`src/rtl/mwx_pkg.sv`:
```
package mwx_pkg;

    typedef enum logic [1:0] {
        TR_IDLE   = 2'b00,
        TR_BUSY   = 2'b01,
        TR_NONSEQ = 2'b10,
        TR_SEQ    = 2'b11
    } htrans_e;

    typedef enum logic [1:0] {
        ST_IDLE,
        ST_RUN,
        ST_GAP,
        ST_TAIL
    } seq_state_e;

    localparam logic [2:0] SIZE_WORD = 3'b010;

    // bookkeeping for the transfer that is in its data phase
    typedef struct packed {
        logic active;
        logic write;
        logic fetch;
        logic last;
    } dphase_t;

endpackage

```
`src/rtl/mwx_addr_step.sv`:
```
module mwx_addr_step #(
    parameter int ADDR_W   = 32,
    parameter int CNT_W    = 5,
    parameter int REGION_W = 10,
    parameter int STEP     = 4,
    localparam int STEP_LSB = $clog2(STEP)
) (
    input  logic [ADDR_W-1:0] cur_addr,
    input  logic [CNT_W-1:0]  beats_left,
    output logic [ADDR_W-1:0] nxt_addr,
    output logic              last_beat,
    output logic              split
);
    always_comb begin
        nxt_addr  = cur_addr + ADDR_W'(STEP);
        last_beat = (beats_left == CNT_W'(1));
        split     = !last_beat && (nxt_addr[REGION_W-1:STEP_LSB] == '0);
    end
endmodule

```
`src/rtl/mwx_wbuf.sv`:
```
module mwx_wbuf #(
    parameter int DATA_W    = 32,
    parameter int MAX_WORDS = 16,
    localparam int BUF_W    = DATA_W * MAX_WORDS
) (
    input  logic              clk,
    input  logic              rst,
    input  logic              load,
    input  logic [BUF_W-1:0]  load_data,
    input  logic              shift,
    output logic [DATA_W-1:0] hwdata
);
    logic [BUF_W-1:0] store_q;

    always_ff @(posedge clk) begin
        if (rst) begin
            store_q <= '0;
            hwdata  <= '0;
        end else if (load) begin
            store_q <= load_data;
        end else if (shift) begin
            hwdata  <= store_q[DATA_W-1:0];
            store_q <= store_q >> DATA_W;
        end
    end
endmodule

```
`src/rtl/mwx_dphase.sv`:
```
module mwx_dphase
    import mwx_pkg::*;
#(
    parameter int DATA_W = 32
) (
    input  logic              clk,
    input  logic              rst,
    input  logic              hready,
    input  logic              issue,
    input  logic              issue_write,
    input  logic              issue_fetch,
    input  logic              issue_last,
    input  logic [DATA_W-1:0] hrdata,
    output logic              rd_valid,
    output logic [DATA_W-1:0] rd_data,
    output logic              rd_fetch,
    output logic              done
);
    dphase_t dp_q;
    logic    finish;

    always_ff @(posedge clk) begin
        if (rst) begin
            dp_q <= '0;
        end else if (hready) begin
            dp_q <= issue ? '{active: 1'b1, write: issue_write,
                              fetch: issue_fetch, last: issue_last} : '0;
        end
    end

    always_comb begin
        finish   = hready && dp_q.active;
        rd_valid = finish && !dp_q.write;
        rd_data  = hrdata;
        rd_fetch = dp_q.fetch;
        done     = finish && dp_q.last;
    end
endmodule

```
`src/rtl/mwx_sequencer.sv`:
```
module mwx_sequencer
    import mwx_pkg::*;
#(
    parameter int ADDR_W    = 32,
    parameter int DATA_W    = 32,
    parameter int MAX_WORDS = 16,
    parameter int REGION_W  = 10,
    localparam int CNT_W    = $clog2(MAX_WORDS + 1),
    localparam int BUF_W    = DATA_W * MAX_WORDS
) (
    input  logic              clk,
    input  logic              rst,
    input  logic              req_valid,
    output logic              req_ready,
    input  logic [ADDR_W-1:0] req_addr,
    input  logic [CNT_W-1:0]  req_count,
    input  logic              req_write,
    input  logic [BUF_W-1:0]  req_wdata,
    input  logic              fetch_req,
    input  logic [ADDR_W-1:0] fetch_addr,
    output logic              fetch_ack,
    output logic [1:0]        htrans,
    output logic [ADDR_W-1:0] haddr,
    output logic              hwrite,
    output logic [2:0]        hsize,
    output logic [DATA_W-1:0] hwdata,
    input  logic [DATA_W-1:0] hrdata,
    input  logic              hready,
    output logic              rd_valid,
    output logic [DATA_W-1:0] rd_data,
    output logic              rd_fetch,
    output logic              done
);
    localparam int STEP     = DATA_W / 8;
    localparam int STEP_LSB = $clog2(STEP);
    localparam logic [ADDR_W-1:0] ALIGN_MASK = ~ADDR_W'(STEP - 1);

    seq_state_e        state_q;
    logic [ADDR_W-1:0] addr_q;
    logic [CNT_W-1:0]  remain_q;
    logic              write_q;
    logic              first_q;

    logic [ADDR_W-1:0] nxt_addr;
    logic              last_beat;
    logic              split;
    logic              fetch_slot;
    logic              accept;
    logic              beat_go;
    logic              addr_go;

    mwx_addr_step #(
        .ADDR_W(ADDR_W), .CNT_W(CNT_W), .REGION_W(REGION_W), .STEP(STEP)
    ) u_step (
        .cur_addr  (addr_q),
        .beats_left(remain_q),
        .nxt_addr  (nxt_addr),
        .last_beat (last_beat),
        .split     (split)
    );

    always_comb begin
        fetch_slot = (state_q == ST_IDLE) && fetch_req;
        req_ready  = (state_q == ST_IDLE) && !fetch_req;
        accept     = req_ready && req_valid && hready &&
                     (req_count != '0) && (req_count <= CNT_W'(MAX_WORDS));
        beat_go    = (state_q == ST_RUN) && hready;
        addr_go    = hready && ((state_q == ST_RUN) || fetch_slot);
        fetch_ack  = fetch_slot && hready;
        hsize      = SIZE_WORD;

        case (state_q)
            ST_RUN:  htrans = first_q ? TR_NONSEQ : TR_SEQ;
            ST_IDLE: htrans = fetch_req ? TR_NONSEQ : TR_IDLE;
            default: htrans = TR_IDLE;
        endcase
        haddr  = fetch_slot ? (fetch_addr & ALIGN_MASK) : addr_q;
        hwrite = (state_q == ST_RUN) && write_q;
    end

    always_ff @(posedge clk) begin
        if (rst) begin
            state_q  <= ST_IDLE;
            addr_q   <= '0;
            remain_q <= '0;
            write_q  <= 1'b0;
            first_q  <= 1'b0;
        end else if (hready) begin
            case (state_q)
                ST_IDLE: begin
                    if (accept) begin
                        state_q  <= ST_RUN;
                        addr_q   <= req_addr & ALIGN_MASK;
                        remain_q <= req_count;
                        write_q  <= req_write;
                        first_q  <= 1'b1;
                    end
                end
                ST_RUN: begin
                    addr_q   <= nxt_addr;
                    remain_q <= remain_q - CNT_W'(1);
                    if (last_beat) begin
                        state_q <= write_q ? ST_IDLE : ST_TAIL;
                    end else if (split) begin
                        state_q <= ST_GAP;
                        first_q <= 1'b1;
                    end else begin
                        first_q <= 1'b0;
                    end
                end
                ST_GAP:  state_q <= ST_RUN;
                default: state_q <= ST_IDLE;
            endcase
        end
    end

    mwx_wbuf #(.DATA_W(DATA_W), .MAX_WORDS(MAX_WORDS)) u_wbuf (
        .clk      (clk),
        .rst      (rst),
        .load     (accept),
        .load_data(req_wdata),
        .shift    (beat_go && write_q),
        .hwdata   (hwdata)
    );

    mwx_dphase #(.DATA_W(DATA_W)) u_dphase (
        .clk        (clk),
        .rst        (rst),
        .hready     (hready),
        .issue      (addr_go),
        .issue_write(hwrite),
        .issue_fetch(fetch_slot),
        .issue_last ((state_q == ST_RUN) && last_beat),
        .hrdata     (hrdata),
        .rd_valid   (rd_valid),
        .rd_data    (rd_data),
        .rd_fetch   (rd_fetch),
        .done       (done)
    );
endmodule

```
`config.mk`:
```
export PLATFORM = sky130hd
export DESIGN_NAME = mwx_sequencer
export DESIGN_NICKNAME = d
export VERILOG_FILES = /design/src/rtl/mwx_pkg.sv /design/src/rtl/mwx_addr_step.sv /design/src/rtl/mwx_wbuf.sv /design/src/rtl/mwx_dphase.sv /design/src/rtl/mwx_sequencer.sv
export SDC_FILE = /design/constraint.sdc
export NUM_CORES = 1
export LEC_CHECK = 0
export BUFFER_PORTS_ARGS = -buffer_cell sky130_fd_sc_hd__buf_2
export CORE_AREA = 2 2 279 281
export CTS_CLUSTER_SIZE = 20
export DETAILED_ROUTE_END_ITERATION = 10
export DIE_AREA = 0 0 281 283
export PLACE_DENSITY_LB_ADDON = 0.1
export SYNTH_ARGS = -nofsm -noshare
export SYNTH_HDL_FRONTEND = slang
export SYNTH_SLANG_ARGS = --single-unit
```
`constraint.sdc`:
```
create_clock -name clk -period 5.5 [get_ports clk]
set_input_delay 0.55 -clock clk [delete_from_list [all_inputs] [get_ports clk]]
set_output_delay 0.55 -clock clk [all_outputs]
set_load 0.02 [all_outputs]
```
* After elaboration in Yosys (flattened, before gate mapping) *
Index checks and enable logic that the tools add are counted.

storage, ports and cells
  register bits after elaboration = 589
  input port bits = 619
  output and inout bits = 107
  logic and storage cells = 71

operators by class
  $add $sub $neg = 2
  magnitude comparators = 1
  equal/unequal tests = 6
  mux-type cells = 20
  bitwise operators = 1
  reduce and logical (&&, ||, !) cells = 30

operators by type and width
  kind                                                                number
  512-bit 2-to-1 mux                                                  2
  32-bit 2-to-1 mux                                                   2
  32-bit case mux with 2 select lines                                 1
  32-bit by 3-bit adder with 32-bit output, second input constant     1
  1-bit logical AND                                                   16
  2-bit 2-to-1 mux                                                    5
  5-bit case mux with 2 select lines                                  1
  3-bit AND reduction                                                 3
  8-bit zero test                                                     1
  2-bit case mux with 3 select lines                                  1
  5-bit by 1-bit == test with 1-bit output, second input constant     1
  5-bit <= comparator, second input constant                          1
  5-bit 2-to-1 mux                                                    1
  5-bit nonzero test                                                  1
  5-bit by 1-bit subtractor with 5-bit output, second input constant  1
  1-bit 2-to-1 mux                                                    4
  4-bit 2-to-1 mux                                                    1
  2-bit inequality test, second input constant                        2
  2-bit case mux with 2 select lines                                  1
  4-bit AND reduction                                                 1
  2-bit nonzero test                                                  2
  1-bit zero test                                                     3
  3-bit inequality test, second input constant                        1
  2-bit by 1-bit == test with 1-bit output, second input constant     1
  6 further kinds                                                     6

* Depth between registers and ports, before layout *
Gate-level depths: netlist of run 1.

  word-level depth = 8
  depth in mapped cells = 8
  mapped depth without buffers = 7

* Modules after synthesis *
A second synthesis of run 1 with hierarchy kept.

second synthesis, totals
  cells, all modules = 2782
  area total of the unflattened synthesis = 30092.6 um2

modules (own cells, without submodules)
  module         times used  cells an instance  area each (um2)  sequential area each (um2)
  mwx_wbuf       1           2364               26295.2          10890.4
  mwx_sequencer  1           276                2745.1           820.8
  mwx_addr_step  1           91                 643.1            0.0
  mwx_dphase     1           51                 409.1            80.1

* Worst setup path after synthesis of run 1 *
No wires, ideal clock.

  path kind = input-to-output
  from = in fetch_req
  to = out haddr[24]
  arrival time = 1646 ps
  required time = 4950 ps
  path slack = 3304 ps
  stages = 5
  path buffers = 2
  cell sequence = nor3b_1 > clkbuf_1 > buf_2 > nand2_1 > o21ai_0

between the ends
  longest elaborated chain between the ends = 2

RTL lines
  what               RTL line             RTL
  start, declared    mwx_sequencer.sv:19  input logic fetch_req,
  1-bit logical AND  mwx_sequencer.sv:63  fetch_slot = (state_q == ST_IDLE) && fetch_req;
  32-bit 2-to-1 mux  mwx_sequencer.sv:77  haddr = fetch_slot ? (fetch_addr & ALIGN_MASK) : addr_q;
  end, declared      mwx_sequencer.sv:23  output logic [ADDR_W-1:0] haddr,

Every way passes these cells.

* Worst setup path after layout of run 1 *
  from = reg state_q[0]
  to = reg u_wbuf.store_q[244]

between the ends
  longest elaborated chain between the ends = 7
  elaborated cells on any way between the ends = 11
  classes of those cells = eq/ne: 1; mux: 1; reduce/logical: 9

RTL lines
  what                                                      RTL line              RTL
  start, declared                                           mwx_sequencer.sv:38   seq_state_e state_q;
  start signal, assigned                                    mwx_sequencer.sv:103  state_q <= write_q ? ST_IDLE : ST_TAIL;
  2-bit zero test                                           mwx_sequencer.sv:64   req_ready = (state_q == ST_IDLE) && !fetch_req;
  1-bit logical AND                                         mwx_sequencer.sv:64
  1-bit logical AND (3 in series)                           mwx_sequencer.sv:65   accept = req_ready && req_valid && hready &&
  1-bit logical AND                                         mwx_sequencer.sv:66   (req_count != '0) && (req_count <= CNT_W'(MAX_WORDS));
  512-bit 2-to-1 mux or 2-bit nonzero test (tied branches)  --
  end signal, assigned                                      mwx_wbuf.sv:20        store_q <= load_data;
  end signal, assigned                                      mwx_wbuf.sv:23        store_q <= store_q >> DATA_W;
  end, declared                                             mwx_wbuf.sv:13        logic [BUF_W-1:0] store_q;

Parallel ways exist; a longest one is shown, timed or not.
A chain may end at the register's enable or synchronous reset.

==> run metrics, run 1 <==
status=finished, final reports clean; clk sinks=587; Fmax=0.3066 GHz; core area=0.07670 mm²; Worst IR Drop VDD=0.2170 mV; first-pass GRT wire length=146,900 µm; RSZ-0062 raised after global routing=no; Max Cap Viol=0; slowest stage delay, CP=710 ps; GRT busiest layer=met2; post-synthesis sequential area ratio=44.13%; max-slew violations=0; detailed-route DRC error count=0; YS warnings=0; Pwr Density=306.4 mW/mm²; final design utilization=42.34%; post-placement cell area=0.03015 mm²; post_cts resized=0; Leak=11.75 nW; share of cells above drive strength 1=24.55%; FF+latch count, synth=587; routed via count=25,569; root buffer cell=clkbuf_16; final worst slack=2239 ps; period utilization=59.30%; largest net degree at the start of global routing=163; Max Buffers Root-to-Sink=3; Worst-Margin Slew=1097 ps; Post-CTS Hold Buffers=0; TritonCTS clock tree=yes; Worst EP required=6000 ps; antenna violations before repair=63; CP cell instances=buf_4, nor2b_1, buf_4, and2_1, nand2_4, buf_12, nand2_1, a311oi_2; Async S/R FF share, synth=0%; drt total wl=98,700 µm; CP most frequent cell=buf_4; Synth Instances=3,391; number of flops mapped to enable cells by yosys=0; Post-CTS Setup Bufs=0; vias in the first global route=24,543; top-level I/O count=726; Arr. time, crit path=3760 ps; Routed Antenna Nets=0; met2 GRT Util=39.28%; grt met3 use=5.772%; max_slew headroom=26.87%; Avg Cell Area, Syn=7.852 µm²; CP Capture Type=flop; Worst Setup Start Kind=flop; Final GP Congestion=0.8097; Synth Flop Type=dfxtp_1; unique cell type count in the Yosys netlist=61; Die H=283 µm; Rows=102; Die W=281 µm; Total Routing Usage GR=23.71%; CTS Buf Count=69; highest fanout seen on the critical path=149; Setup CP Type=flop to flop; Congestion Overflow GR=0; Final Net Count=4,430; clk slew on worst S/H paths=60 ps; wire length per cell=19.99 µm; crit path max-delay cell type=nand2_4; GR met1 Demand/Resource=29.81%; htree depth=3; clock latency on the worst-skew pair=610 ps; Tot Pwr=9.948 mW; Setup WS pre-CTS=2236 ps; Hold Vio Cnt, Final=0; Area growth, synth to finish=21.96%; final clock skew=25.98 ps; Final Critical Period=3261 ps; drt pass-1 iters=6; Port Buffer Count=652; hpwl dp=68,870 µm; setup_tns=0 ps; number of DRC markers in iteration 0=1,937; Die Area=0.07952 mm²; final setup fails=0; HP Class=input port to flop; Synth Cell Area=0.02663 mm²; vias per inst=5.179; design area=0.03247 mm²; initial core utilization=34.72%
[through the flow]
| stage | hold WS [ps] | std cells |
|---|---|---|
| 2_1_floorplan | 432.1 | 3394 |
| 4_1_cts | 151.4 | 4893 |
| 6_report | 184.5 | 4937 |
| 5_1_grt | 174.8 | 4921 |
| 3_5_place_dp | 443.5 | 4776 |
| 3_3_place_gp | 440.3 | 4776 |
[layout make-up]
cell class	instances	area, µm²
inverters	14	52.55
fillers	8094	44230
clock inverters	18	221.5
well taps	1040	1301
flip-flops and latches	587	11750
clock buffers	99	1992
diodes	44	110.1
repair buffers	700	3859
multi-input cells	2435	13190
[worst max-delay path: cells and delay by family (launching register included)]
family                 cells  cell delay (ps)
AO/OA/AOI/OAI              1              270
buffers and inverters      3             1030
flip-flops                 1              290
AND/OR/NAND/NOR            4             1270
[logic make-up (layout without fill, tap and decap cells)]
family                     after synthesis  after routing  share of synthesized area, %
and+or+nand+nor                       1712           1712                         25.08
other                                    2             49                       0.02820
buffers and inverters                  372            831                         6.508
DFF                                    587            587                         44.13
AOI/OAI and AO/OA                      686            686                         22.87
adders and majority gates                4              4                        0.1880
muxes                                   26             26                         1.132
xor gates and xnor gates                 2              2                       0.06580
[flip-flops by register name, indices dropped and copies added, names as in the netlist]
name,cells
addr_q,30
first_q,1
remain_q,5
state_q,2
u_dphase.dp_q,3
u_dphase.rd_fetch,1
u_wbuf.hwdata,32
u_wbuf.store_q,512
write_q,1
[placed cells by master (no fill, tap or decap), drive strengths merged, types with 8 or more instances in the layout]
cell type	Yosys	final
nand2	1099	1099
buf	159	700
dfxtp	587	587
nor2	506	506
a311oi	483	483
a21oi	103	103
clkbuf	199	99
nand3	48	48
diode	0	44
o21ai	38	38
mux2	23	23
inv	14	18
a211oi	14	14
nor3	13	13
nand4	11	11
nand2b	8	8
clkinv	0	8
[cell usage after synthesis (5+ instances only)]
cell type	n	area [µm²]
dfxtp_1	587	11750
a21oi_1	103	515.5
mux2_2	23	259.0
o22ai_1	6	37.54
buf_4	59	442.9
inv_1	14	52.55
o31ai_1	6	45.04
nand2_1	1098	4121
nand2b_1	8	50.05
o32ai_1	6	52.55
buf_1	8	30.03
buf_2	92	460.4
a211oi_1	14	105.1
nor2_1	506	1899
and2_1	5	31.28
nand3_1	48	240.2
nor3_1	11	55.05
a311oi_2	106	1592
nand4_1	9	56.30
o21ai_0	23	115.1
a311oi_1	377	3302
clkbuf_1	199	747.0
o21ai_1	15	75.07
[where the power goes]
group,leakage (nW),internal (mW),switching [mW]
sequential,4.76,4.41,0.104
clock,1.09,2.71,1.89
combinational,5.91,0.367,0.473
[worst paths after layout]
kind | startpoint | endpoint | slack, ps | cells after the start
worst min register to register | u_wbuf.store_q[1]$_SDFFE_PP0P_ | u_wbuf.hwdata[1]$_SDFFE_PP0P_ | 450 | 2
worst max-delay path | state_q[0]$_SDFFE_PP0P_ | u_wbuf.store_q[244]$_SDFFE_PP0P_ | 2240 | 8
worst min-delay path | req_wdata[486] | u_wbuf.store_q[486]$_SDFFE_PP0P_ | 180 | 3
worst max register to register | state_q[0]$_SDFFE_PP0P_ | u_wbuf.store_q[244]$_SDFFE_PP0P_ | 2240 | 8
[layer usage]
layer  vias up  wire, µm
met4        44      2872
met2       636     47390
met1     12002     42190
met5         -       320
met3       189      5925
li1      12698         -
No activity file was read; power rests on OpenSTA's default activity.
==> inputs of run 2 (changes only) <==
Clock period 5.5 ns to 3.03 ns, I/O delays scaled along.
==> run metrics, run 2 (synthesized netlist as in run 1, its figures left out) <==
Die W=281 µm; fillers=7,645; routed via count=27,548; highest fanout seen on the critical path=34; clock latency on the worst-skew pair=610 ps; slowest stage delay, CP=380 ps; Post-CTS Setup Bufs=0; max-slew violations=0; Rows=102; htree depth=3; Final Critical Period=2604 ps; Arr. time, crit path=2300 ps; area of the multi-input gates=0.01319 mm²; detailed-route DRC error count=0; vias in the first global route=27,071; top flop regs=u_wbuf.store_q (512), u_wbuf.hwdata (32), addr_q (30); Top Family by Delay on Critical Path=buffers and inverters; Pwr Density=504.1 mW/mm²; Routed Antenna Nets=0; Worst EP required=2730 ps; root buffer cell=clkbuf_16; RSZ-0062 raised after global routing=no; vias per inst=5.123; antenna violations before repair=25; commonest non-fill, non-tap cells in the layout=nand2_1 (1,097), buf_2 (651), dfxtp_1 (587), nor2_1 (506), dlygate4sd3_1 (439); CTS Buf Count=69; initial core utilization=34.72%; register area=0.01175 mm²; Buf+Inv Stages, Crit Path=3; Final GP Congestion=0.8163; hpwl dp=70,360 µm; HP Class=input port to flop; clk slew on worst S/H paths=60 ps; commonest non-fill, non-tap cell in the layout=nand2_1; Hold Vio Cnt, Final=0; Largest Register=u_wbuf.store_q; TritonCTS clock tree=yes; final hold slack=30.14 ps; Worst IR Drop VDD=0.3506 mV; number of DRC markers in iteration 0=2,188; Setup CP Type=flop to output port; post-placement cell area=0.03042 mm²; Worst-Margin Slew=713.1 ps; drt pass-1 iters=8; design area=0.03712 mm²; max_slew headroom=52.46%; Leak=13.75 nW; wire length per cell=19.19 µm; setup_tns=0 ps; top-level I/O count=726; Fmax=0.3840 GHz; Die H=283 µm; Congestion Overflow GR=0; clk sinks=587; Final Net Count=4,889; Area growth, synth to finish=39.42%; Worst Setup Start Kind=flop; Port Buffer Count=652; largest net degree at the start of global routing=162; final setup fails=0; Die Area=0.07952 mm²; final clock skew=21.52 ps; period utilization=85.95%; CP cell instances=buf_4, nor3b_2, buf_4, mux2_2, buf_2; CP most frequent cell=buf_4; drt total wl=103,200 µm; Total Routing Usage GR=24.96%; CP Capture Type=output port; status=finished, final reports clean; max FFs per register=512; crit path max-delay cell type=buf_4; core area=0.07670 mm²; share of cells above drive strength 1=22.36%; Max Buffers Root-to-Sink=3; final design utilization=48.40%; Max Cap Viol=0; post_cts resized=0; first-pass GRT wire length=156,900 µm
run 2: cell types whose count changed in the layout (fill, tap and decap cells not counted), sizes merged:
cell / change
buf: +20
bufinv: +1
clkbuf: +2
clkinv: -1
clkinvlp: -2
diode: -19
dlygate4sd3: +439
run 2: timing repair:
item / CTS / global route
hold buffers: 439 / 0
hold endpoints to repair: 439 / 0
setup endpoints to repair: 0 / 0
run 2: power breakdown:
part           total [mW]  leakage [nW]  switching, mW  internal, mW
sequential           8.19          4.76          0.198          8.00
clock                8.47          1.10           3.45          5.02
combinational        2.05          7.88           1.00          1.05
run 2: cell type report:
class / count / area share [%]
antenna: 25 / 0.1685
clock buffer: 101 / 5.413
clock inverter: 16 / 0.6235
inverter: 14 / 0.1416
multi-input combinational: 2435 / 35.52
sequential: 587 / 31.66
tap: 1040 / 3.505
timing repair buffer: 1159 / 22.97
run 2: worst paths after layout:
check	to	slack [ps]	from	depth (start not counted)
worst max-delay path	haddr[16]	430	state_q[0]$_SDFFE_PP0P_	5
worst min-delay path	u_wbuf.store_q[483]$_SDFFE_PP0P_	30	req_wdata[483]	3
worst max register to register	u_wbuf.store_q[293]$_SDFFE_PP0P_	640	state_q[1]$_SDFFE_PP0P_	7
worst min register to register	u_wbuf.hwdata[3]$_SDFFE_PP0P_	450	u_wbuf.store_q[3]$_SDFFE_PP0P_	2
run 2: per-stage QoR:
step	cells	total power, mW	setup WS (ps)
floorplan	3394	9.240	1093
global placement	4796	9.924	560.1
detailed placement	4796	9.921	564.9
CTS	5352	18.90	382.6
global route	5369	19.40	261.6
finish	5377	18.71	425.7
run 2: routing by layer:
metal | track usage (%) | vias up | part of all wire, %
met2 | 41.44 | 753 | 48
met3 | 4.370 | 187 | 5.3
met5 | 0 | - | 0.061
met1 | 31.99 | 13020 | 43
met4 | 9.853 | 10 | 3.7
li1 | - | 13578 | -
run 2: worst reg2reg max path: stages (launching register included):
cell and delay (ps):
dfxtp_1 480, nor2b_1 100, buf_4 190, and2_1 210
nand2_4 260, buf_4 570, nand2_1 200, a311oi_2 290
==> inputs of run 3 (changes only) <==
Settings changed: CELL_PAD_IN_SITES_DETAIL_PLACEMENT set to 0, CELL_PAD_IN_SITES_GLOBAL_PLACEMENT set to 1.
==> run metrics, run 3 (synthesized netlist as in run 1, its figures left out) <==
Die H=283 µm; commonest non-fill, non-tap cells in the layout=nand2_1 (1,097), buf_2 (651), dfxtp_1 (587), nor2_1 (506), dlygate4sd3_1 (426); period utilization=86.32%; Pwr Density=498.5 mW/mm²; Total Routing Usage GR=25.39%; Max Cap Viol=0; post-placement cell area=0.03043 mm²; hpwl dp=71,990 µm; first-pass GRT wire length=159,100 µm; Reg-to-Reg End=u_wbuf.store_q[122]$_SDFFE_PP0P_; routed via count=27,205; core area=0.07670 mm²; final clock skew=26.00 ps; area of the multi-input gates=0.01319 mm²; grt met3 use=4.296%; hold path cells=3; CTS Buf Count=70; GR met1 Demand/Resource=31.73%; Congestion Overflow GR=0; Worst-Margin Slew=1206 ps; HP Class=input port to flop; Routed Antenna Nets=0; vias in the first global route=27,372; Setup CP Type=flop to output port; met2 GRT Util=43.60%; Die W=281 µm; fillers=7,776; wire length per cell=19.53 µm; max FFs per register=512; Worst Hold End=u_wbuf.store_q[353]$_SDFFE_PP0P_; detailed-route DRC error count=0; clk slew on worst S/H paths=60 ps; R2R Setup Slk=620 ps; clock latency on the worst-skew pair=610 ps; Worst Setup Start Kind=flop; Port Buffer Count=652; Worst IR Drop VDD=0.3570 mV; initial core utilization=34.72%; htree depth=3; Largest Register=u_wbuf.store_q; Final Critical Period=2616 ps; drt pass-1 iters=5; Die Area=0.07952 mm²; root buffer cell=clkbuf_16; status=finished, final reports clean; RSZ-0062 raised after global routing=no; design area=0.03694 mm²; Final Net Count=4,873; share of cells above drive strength 1=22.43%; vias per inst=5.070; CP Capture Type=output port; Fmax=0.3823 GHz; drt total wl=104,800 µm; Leak=13.66 nW; final setup fails=0; setup_tns=0 ps; Area growth, synth to finish=38.74%; register area=0.01175 mm²; worst reg-to-reg path cell count=7; TritonCTS clock tree=yes; Hold Vio Cnt, Final=0; Final GP Congestion=0.8325; Rows=102; max_slew headroom=19.59%; largest net degree at the start of global routing=166; clk sinks=587; antenna violations before repair=35; top-level I/O count=726; highest fanout seen on the critical path=39; Max Buffers Root-to-Sink=3; HP Start=req_wdata[353]; top flop regs=u_wbuf.store_q (512), u_wbuf.hwdata (32), addr_q (30); commonest non-fill, non-tap cell in the layout=nand2_1; Worst EP required=2730 ps; reg2reg start=state_q[1]$_SDFFE_PP0P_; GRT busiest layer=met2; max-slew violations=0; Arr. time, crit path=2310 ps; number of DRC markers in iteration 0=1,794
[run 3: cell count changes in the layout (fill, tap and decap cells not counted), sizes merged]
cell         delta
inv             -1
buf             -4
clkbuf          -2
diode           +7
bufinv          -4
clkinv          +6
dlygate4sd3    -13
[run 3: worst max-delay path by stage]
stage	cells past startpoint	to	slack, ps	start
after detailed placement	8	u_wbuf.store_q[92]$_SDFFE_PP0P_	470	req_count[0]
final	5	haddr[15]	410	state_q[0]$_SDFFE_PP0P_
after global placement	8	u_wbuf.store_q[114]$_SDFFE_PP0P_	510	req_count[0]
after floorplan	6	state_q[1]$_SDFFE_PP0P_	1090	addr_q[2]$_SDFFE_PP0P_
after global routing	5	haddr[19]	290	state_q[0]$_SDFFE_PP0P_
after CTS	5	haddr[15]	360	state_q[0]$_SDFFE_PP0P_
[run 3: area by class of cell]
| cell class | count | area share (%) |
|---|---|---|
| Clock inverter | 17 | 0.3590 |
| Inverter | 14 | 0.1423 |
| Clock buffer | 99 | 5.504 |
| Sequential cell | 587 | 31.81 |
| Tap cell | 1040 | 3.522 |
| Timing Repair Buffer | 1142 | 22.75 |
| Multi-Input combinational cell | 2435 | 35.69 |
| Antenna cell | 32 | 0.2168 |
[run 3: routing by layer]
layer | up-vias | part of all wire (%)
met1 | 12826 | 43
met4 | 20 | 3.2
met5 | - | 0.12
met2 | 614 | 49
li1 | 13564 | -
met3 | 181 | 4.7
[run 3: worst max-delay path, cell delays in order (launching register included)]
cell and delay, ps:
dfxtp_1 320, buf_4 240, nor3b_2 180, buf_4 400
mux2_2 390, buf_2 160
[run 3: where the power goes]
| group | switching [mW] | total (mW) | internal (mW) | leakage, nW |
|---|---|---|---|---|
| Clock | 3.44 | 8.18 | 4.74 | 1.08 |
| Combinational | 0.997 | 2.04 | 1.04 | 7.83 |
| Sequential | 0.196 | 8.19 | 8.00 | 4.76 |
[run 3: repair_timing]
item                      4_1_cts  5_1_grt
hold endpoints to repair      433        0
setup buffers                   0        0
resized for setup               0        0
hold buffers                  426        0
[run 3: stage by stage]
step	power, mW	setup slack, ps	std cells	utilization, %	hold slack, ps
2_1_floorplan	9.240	1093	3394	-	432.1
3_3_place_gp	9.922	513.6	4792	39.68	441.3
3_5_place_dp	9.921	469.0	4792	39.68	444.0
4_1_cts	18.62	364.7	5334	48.06	0.2911
5_1_grt	19.14	285.9	5356	48.13	5.125
6_report	18.42	414.5	5366	48.16	24.04
